`src/rtl/sd_pkg.sv`:
```
package sd_pkg;
    // Default number format: unsigned Q1.15 in a 16-bit word
    localparam int SD_DW   = 16;
    localparam int SD_FRAC = 15;

    // Headroom bits for the signed feedback/input/leak difference
    localparam int SD_DIFF_GUARD = 3;
endpackage

```
`src/rtl/sd_diff_former.sv`:
```
// Forms the signed drive term F + X - 2V for one integrator step.
module sd_diff_former #(
    parameter int DW     = sd_pkg::SD_DW,
    parameter int FRAC   = sd_pkg::SD_FRAC,
    parameter int DIFF_W = DW + sd_pkg::SD_DIFF_GUARD
) (
    input  logic [DW-1:0]            vin,
    input  logic [DW-1:0]            integ,
    input  logic                     out_bit,
    output logic signed [DIFF_W-1:0] diff
);
    localparam logic [DW-1:0] FULL  = DW'(1) << FRAC;
    localparam int            EXT_W = DIFF_W - DW;

    logic [DW-1:0] vin_c;
    logic [DW-1:0] fb_lvl;
    logic signed [DIFF_W-1:0] fb_ext;
    logic signed [DIFF_W-1:0] vin_ext;
    logic signed [DIFF_W-1:0] leak_ext;

    always_comb begin
        // input above full scale is treated as full scale
        vin_c    = (vin > FULL) ? FULL : vin;
        // inverted output bit drives the feedback resistor
        fb_lvl   = out_bit ? '0 : FULL;
        fb_ext   = $signed({{EXT_W{1'b0}}, fb_lvl});
        vin_ext  = $signed({{EXT_W{1'b0}}, vin_c});
        leak_ext = $signed({{(EXT_W-1){1'b0}}, integ, 1'b0});
        diff     = fb_ext + vin_ext - leak_ext;
    end
endmodule

```
`src/rtl/sd_gain_scale.sv`:
```
// Multiplies the drive term by the step gain and rounds back to Q1.15.
module sd_gain_scale #(
    parameter int DW     = sd_pkg::SD_DW,
    parameter int FRAC   = sd_pkg::SD_FRAC,
    parameter int DIFF_W = DW + sd_pkg::SD_DIFF_GUARD,
    parameter int PROD_W = DIFF_W + DW + 1
) (
    input  logic signed [DIFF_W-1:0] diff,
    input  logic [DW-1:0]            gain,
    output logic signed [PROD_W-1:0] delta
);
    localparam logic signed [PROD_W-1:0] HALF_LSB = PROD_W'(1) << (FRAC - 1);

    logic signed [PROD_W-1:0] diff_ext;
    logic signed [PROD_W-1:0] gain_ext;
    logic signed [PROD_W-1:0] prod;
    logic signed [PROD_W-1:0] biased;

    always_comb begin
        diff_ext = {{(PROD_W-DIFF_W){diff[DIFF_W-1]}}, diff};
        gain_ext = $signed({{(PROD_W-DW){1'b0}}, gain});
        prod     = diff_ext * gain_ext;
        // round to nearest, halves toward plus infinity
        biased   = prod + HALF_LSB;
        delta    = biased >>> FRAC;
    end
endmodule

```
`src/rtl/sd_limit_slice.sv`:
```
// Adds the step, saturates to the supply range and slices at mid-supply.
module sd_limit_slice #(
    parameter int DW     = sd_pkg::SD_DW,
    parameter int FRAC   = sd_pkg::SD_FRAC,
    parameter int PROD_W = 2 * DW + sd_pkg::SD_DIFF_GUARD + 1
) (
    input  logic [DW-1:0]            integ,
    input  logic signed [PROD_W-1:0] delta,
    output logic [DW-1:0]            integ_nx,
    output logic                     bit_nx
);
    localparam logic [DW-1:0]            FULL   = DW'(1) << FRAC;
    localparam logic [DW-1:0]            MID    = DW'(1) << (FRAC - 1);
    localparam logic signed [PROD_W-1:0] FULL_W = PROD_W'(1) << FRAC;

    logic signed [PROD_W-1:0] sum;

    always_comb begin
        sum = $signed({{(PROD_W-DW){1'b0}}, integ}) + delta;
        if (sum < 0) begin
            integ_nx = '0;
        end else if (sum > FULL_W) begin
            integ_nx = FULL;
        end else begin
            integ_nx = sum[DW-1:0];
        end
        // strictly above mid-supply reads as one
        bit_nx = (integ_nx > MID);
    end
endmodule

```
`src/rtl/sd_passive_mod.sv`:
```
// First-order passive RC sigma-delta modulator, one step per strobe.
module sd_passive_mod #(
    parameter int DW   = sd_pkg::SD_DW,
    parameter int FRAC = sd_pkg::SD_FRAC
) (
    input  logic          clk,
    input  logic          rst_n,
    input  logic [DW-1:0] vin_i,
    input  logic [DW-1:0] gain_i,
    input  logic          valid_i,
    output logic          bit_o,
    output logic [DW-1:0] integ_o,
    output logic          gain_bad_o
);
    localparam int            DIFF_W   = DW + sd_pkg::SD_DIFF_GUARD;
    localparam int            PROD_W   = DIFF_W + DW + 1;
    localparam logic [DW-1:0] MID      = DW'(1) << (FRAC - 1);
    localparam logic [DW-1:0] GAIN_LIM = DW'(1) << (FRAC - 1);

    typedef struct packed {
        logic [DW-1:0] integ;
        logic          out_bit;
    } mod_state_t;

    mod_state_t state_d, state_q;

    logic signed [DIFF_W-1:0] drive;
    logic signed [PROD_W-1:0] step;
    logic [DW-1:0]            integ_cand;
    logic                     bit_cand;
    logic                     gain_bad;

    sd_diff_former #(
        .DW(DW), .FRAC(FRAC), .DIFF_W(DIFF_W)
    ) u_diff (
        .vin     (vin_i),
        .integ   (state_q.integ),
        .out_bit (state_q.out_bit),
        .diff    (drive)
    );

    sd_gain_scale #(
        .DW(DW), .FRAC(FRAC), .DIFF_W(DIFF_W), .PROD_W(PROD_W)
    ) u_scale (
        .diff  (drive),
        .gain  (gain_i),
        .delta (step)
    );

    sd_limit_slice #(
        .DW(DW), .FRAC(FRAC), .PROD_W(PROD_W)
    ) u_limit (
        .integ    (state_q.integ),
        .delta    (step),
        .integ_nx (integ_cand),
        .bit_nx   (bit_cand)
    );

    always_comb begin
        gain_bad = (gain_i >= GAIN_LIM);
        state_d  = state_q;
        if (valid_i && !gain_bad) begin
            state_d.integ   = integ_cand;
            state_d.out_bit = bit_cand;
        end
    end

    always_ff @(posedge clk) begin
        if (!rst_n) begin
            state_q.integ   <= MID;
            state_q.out_bit <= 1'b0;
        end else begin
            state_q <= state_d;
        end
    end

    assign integ_o    = state_q.integ;
    assign bit_o      = state_q.out_bit;
    assign gain_bad_o = gain_bad;
endmodule

```
`config.mk`:
```
export PLATFORM = sky130hd
export DESIGN_NAME = sd_passive_mod
export DESIGN_NICKNAME = d
export VERILOG_FILES = /design/src/rtl/sd_pkg.sv /design/src/rtl/sd_diff_former.sv /design/src/rtl/sd_gain_scale.sv /design/src/rtl/sd_limit_slice.sv /design/src/rtl/sd_passive_mod.sv
export SDC_FILE = /design/constraint.sdc
export NUM_CORES = 1
export LEC_CHECK = 0
export ABC_AREA = 1
export BUFFER_PORTS_ARGS = -buffer_cell sky130_fd_sc_hd__buf_2
export CORE_MARGIN = 3
export CORE_UTILIZATION = 40
export DETAILED_ROUTE_END_ITERATION = 16
export MAX_ROUTING_LAYER = met4
export SYNTH_ARGS = -nofsm -noshare
export SYNTH_HDL_FRONTEND = slang
export SYNTH_SLANG_ARGS = --single-unit
```
`constraint.sdc`:
```
create_clock -name clk -period 23 [get_ports clk]
set_clock_uncertainty 0.2 [all_clocks]
set_input_delay 1.15 -clock clk [delete_from_list [all_inputs] [get_ports clk]]
set_output_delay 1.15 -clock clk [all_outputs]
set_load 0.005 [all_outputs]
```
# Word-level counts from Yosys, hierarchy flattened
# Index checks and enable logic that the tools add are counted.
# word_totals
input_bits,35
out_inout_bits,18
word_cells,18
regBits,17
# op_classes
n_reduce_logical,2
addsub,4
multipliers,1
mux,4
order_cmp,5
# ops
operator,count
$mux W16,4
$add A36 B16 Y36 const B,1
$gt A36 B17 Y1 const B,1
$lt A36 B1 Y1 const B,1
$mul A18 B17 Y35,1
$add A17 B21 Y22,1
$sub A17 B17 Y18,1
$add A16 B16 Y17,1
$ge A16 B15 Y1 const B,1
$gt A16 B15 Y1 const B,1
$gt A16 B16 Y1 const B,1
$logic_and A1 B1 Y1,1
$logic_not A1 Y1,1

# Logic depth before layout (Yosys ltp)
# depth
depth_word,11
mapped_depth,82
depth_no_buf,80

# Modules after synthesis
# Synthesis repeated with hierarchy kept, for this count alone.
# hier_totals
cells_unflattened,2661
hier_area_um2,17530.6
# modules_own_cells
mod,area_each_um2,cells_each,instances,seq_area_each_um2
sd_gain_scale,12824.8,1760,1,0.0
sd_limit_slice,2537.4,530,1,0.0
sd_diff_former,1395.1,259,1,0.0
sd_passive_mod,773.2,112,1,340.3

# Least setup slack after synthesis
# OpenSTA, ideal clock, no wires.
# synth_path
kind,input port to flip-flop
startpoint,in vin_i[12]
endpoint,"reg, netlist name bit_o"
setup_slack_ns,10.852
setup_time_ns,0.119
required_ns,22.681
path_buffers,2
arrival_time_ns,11.829
path_stages,72
path_cell_list,nor4_1 > nand4_1 > nand2_1 > inv_1 > clkbuf_1 > nor2_1 > ha_1 > fa_1 > a21oi_1 > o21ai_0 > nand2_1 > nand2_1 > nand2_1 > nand2_1 > nand2_1 > nand2_1 > a21oi_1 > or2_2 > (+36 left out) > nand2_1 > nor2_1 > a211oi_1 > nand3_1 > nand2_1 > nand2_1 > nor2_1 > nand3_1 > nand2_1 > nand3_1 > inv_1 > nand2_2 > nor2_8 > nand2_4 > o21ai_1 > nand2_1 > o21ai_0 > a21oi_1
# synth_between
elab_chain_cells,11
elab_cells_between_ends,12
cone_classes,4 x add/sub; 1 x mul; 4 x order compare; 3 x mux
# synth_rtl
item,line,source
from (decl),sd_passive_mod.sv:8,"input logic [DW-1:0] vin_i,"
$gt A16 B16 Y1,sd_diff_former.sv:23,vin_c = (vin > FULL) ? FULL : vin;
$mux W16 *,sd_diff_former.sv:23,
$add A16 B16 Y17 *,sd_diff_former.sv:29,diff = fb_ext + vin_ext - leak_ext;
$sub A17 B17 Y18 *,sd_diff_former.sv:29,
$mul A18 B17 Y35 *,sd_gain_scale.sv:22,prod = diff_ext * gain_ext;
$add A36 B16 Y36 *,sd_gain_scale.sv:24,biased = prod + HALF_LSB;
$add A17 B21 Y22 *,sd_limit_slice.sv:19,"sum = $signed({{(PROD_W-DW){1'b0}}, integ}) + delta;"
$gt A36 B17 Y1,sd_limit_slice.sv:22,end else if (sum > FULL_W) begin
$mux W16,sd_limit_slice.sv:22,
$mux W16 *,sd_limit_slice.sv:20,if (sum < 0) begin
$gt A16 B15 Y1 *,sd_limit_slice.sv:28,bit_nx = (integ_nx > MID);
# Every way passes the cells marked *; elsewhere a longest branch is shown, timed or not.
# A chain may end at the register's enable or synchronous reset.

# Worst setup path in the final report
# layout_path
startpoint,in vin_i[8]
endpoint,"reg, netlist name bit_o"
# layout_between
elab_chain_cells,11
elab_cells_between_ends,12
cone_classes,4 x add/sub; 1 x mul; 4 x order compare; 3 x mux
# layout_rtl
item,line
$gt A16 B16 Y1,sd_diff_former.sv:23
$mux W16 *,sd_diff_former.sv:23
$add A16 B16 Y17 *,sd_diff_former.sv:29
$sub A17 B17 Y18 *,sd_diff_former.sv:29
$mul A18 B17 Y35 *,sd_gain_scale.sv:22
$add A36 B16 Y36 *,sd_gain_scale.sv:24
$add A17 B21 Y22 *,sd_limit_slice.sv:19
$gt A36 B17 Y1,sd_limit_slice.sv:22
$mux W16,sd_limit_slice.sv:22
$mux W16 *,sd_limit_slice.sv:20
$gt A16 B15 Y1 *,sd_limit_slice.sv:28
# Marks and branches as above.

==> flow_summary.json <==
{
  "drv_cap": 0,
  "synth_nets": 2597,
  "fp.dieArea_sq_um": 40400,
  "hp-class": "flop to flop",
  "grt_pass1_wl_um": 72200,
  "route.detailed.drc": 0,
  "ant_nets": 0,
  "period_minus_slack_ns": 13.62,
  "grt_setup_unrepaired": "no",
  "wl_per_cell_um": 16.1,
  "hold_violations": 0,
  "drtPass1Iterations": 6,
  "core_sq_um": 37000,
  "yosys_most_used_dff": "dfxtp_1",
  "drive_above_1_share_pct": 7.20,
  "r2r_slack_ns": 10.57,
  "start_util_pct": 41.0,
  "fin_area_sq_um": 16000,
  "max_freq_ghz": 0.0734,
  "clkLatencyLatePin_ns": 0.24,
  "max-slew-margin-rel_pct": 27.5,
  "synth_commonest_cells": "inv_1, nand2_1, fa_1",
  "yosysWarnings": 0,
  "setup-tns-final_ns": 0,
  "r2r_end": "bit_o$_SDFFE_PN0P_",
  "hold_path_startpoint": "integ_o[1]$_SDFFE_PN0P_",
  "wl_um": 42900,
  "drtIter0Drc": 874,
  "dp_hpwl_um": 37800,
  "drv_slew": 0,
  "crit_start": "vin_i[8]",
  "worstSetupPathType": "input port to flop",
  "reg2regPathDepth": 68,
  "ys_top_cells_by_area": "fa_1, inv_1, nand2_1",
  "gr-total-overflow": 0,
  "routed_via_density": 4.83,
  "crit_arrival_ns": 13.55,
  "vias": 12800,
  "min_path_cells": 2,
  "synth_cells": 2133,
  "track_usage_pct": 22.7,
  "placed_area_sq_um": 16000,
  "grt_max_degree": 33,
  "dieWidth_um": 201,
  "hold_ws_ns": 0.388,
  "syn_to_final_growth_pct": 5.59,
  "nNetsFinal": 2619,
  "cts-root-buf": "clkbuf_16",
  "clk_path_buf_depth": 2,
  "end_kind": "flop",
  "period_share_pct": 59.2,
  "synth_cell_types": 43,
  "crit_top_cell": "nand2_1",
  "grt_pass1_vias": 13700,
  "ios": 53,
  "yosys.area.top_type_share_pct": 38.7,
  "finalSetupViolCount": 0,
  "row_count": 70,
  "syn_area_sq_um": 15200,
  "worst_r2r_startpoint": "integ_o[0]$_SDFFE_PN0P_",
  "start_kind": "input port",
  "post-cts-setup-buffers": 0,
  "ys_seq_elements": 17,
  "seq_area_frac_synth_pct": 2.24,
  "path_max_fanout": 13,
  "min_to": "integ_o[1]$_SDFFE_PN0P_",
  "gp_congestion": 0.928,
  "cts.clk_slew.worst_paths_ns": 0.05,
  "cts.htree.levels": 1,
  "numCtsBuffers": 3,
  "slowest_delay_ns": 0.81,
  "antenna_found_initial": 1,
  "holdBufCountCts": 0,
  "synth.most_common_cell": "inv_1",
  "crit_required_ns": 22.93,
  "final_util_pct": 43.3,
  "dieHeight_um": 201,
  "cts_tree": "yes",
  "clock_sinks": 17,
  "synth-edff-count": 0,
  "synthArstFlopShare_pct": 0,
  "ctsResizeCount": 0,
  "outcome": "finished, final reports clean",
  "slowest_stage": "fa_1",
  "worst_pin_slew_ns": 1.08,
  "yosys.area.top_type": "fa_1",
  "syn_area_per_cell_sq_um": 7.12,
  "numPortBuffers": 52
}
[worst max-delay path: cells and delay by family]
family                   cells  cell delay, ns
XOR/XNOR                     1            0.24
adder cells (fa/ha/maj)     10            5.02
buffers and inverters       10            1.24
AND/OR/NAND/NOR             42            4.48
AO/OA/AOI/OAI               10            1.44
[state kept, by name, indices dropped and copies added, names as in the netlist]
name,count
bit_o,1
integ_o,16
[cell families (layout without fill, tap and decap cells)]
group	Yosys count	after routing	synth area share, %
other	0	1	0
buffers and inverters	642	663	15.9
XOR/XNOR	39	39	2.25
AO/OA/AOI/OAI	113	113	4.03
AND/OR/NAND/NOR	893	893	25.8
adder cells (fa/ha/maj)	429	429	49.8
flip-flops	17	17	2.24
[cell type report]
type,count,area (sq um)
well taps,504,631
diodes,1,2.50
repair buffers,55,283
multi-input cells,1474,12400
clock buffers,4,78.8
fillers,3858,21000
flip-flops and latches,17,340
inverters,604,2270
[stage by stage]
step / cells / setup slack (ns)
after floorplan: 2133 / 10.85
after global placement: 2654 / 9.23
after detailed placement: 2654 / 9.11
after CTS: 2658 / 9.33
after global routing: 2659 / 8.03
final: 2659 / 9.38
[metal layers]
metal	vias up	wire, um	GRT usage, %
met2	313	20300	37.5
met1	6220	18900	29.5
li1	6230	-	-
met3	70	2240	2.90
met4	0	1430	6.02
met5	-	0	-
[placed cells by master (no fill, tap or decap), types with 2 or more instances in the layout]
master	n
inv_1	589
nand2_1	490
fa_1	294
nor2_1	204
ha_1	135
nand3_1	71
a21oi_1	68
buf_2	52
nand2_2	27
o21ai_0	26
xor2_1	24
nor2_2	17
dfxtp_1	17
or2_2	16
xnor2_1	15
nand4_1	13
nand3_2	11
clkinv_1	9
nand3b_1	8
nor3_1	8
nor2_4	8
nor4_1	6
inv_2	6
o21bai_1	5
nand2_4	4
o31ai_1	3
a21boi_0	3
clkbuf_16	3
buf_4	3
and2_4	2
nor3_2	2
nor2_8	2
o21a_1	2
[worst max-delay path by stage]
stage	endpoint	slack, ns	cells past startpoint
3_5_place_dp	bit_o$_SDFFE_PN0P_	9.11	72
3_3_place_gp	bit_o$_SDFFE_PN0P_	9.23	73
5_1_grt	bit_o$_SDFFE_PN0P_	8.03	80
4_1_cts	bit_o$_SDFFE_PN0P_	9.33	72
6_report	bit_o$_SDFFE_PN0P_	9.38	73
2_1_floorplan	bit_o$_SDFFE_PN0P_	10.85	72
Power is left out: the tool's default activity adds up to more than one toggle a clock period on the data nets, which glitch-free logic cannot reach.
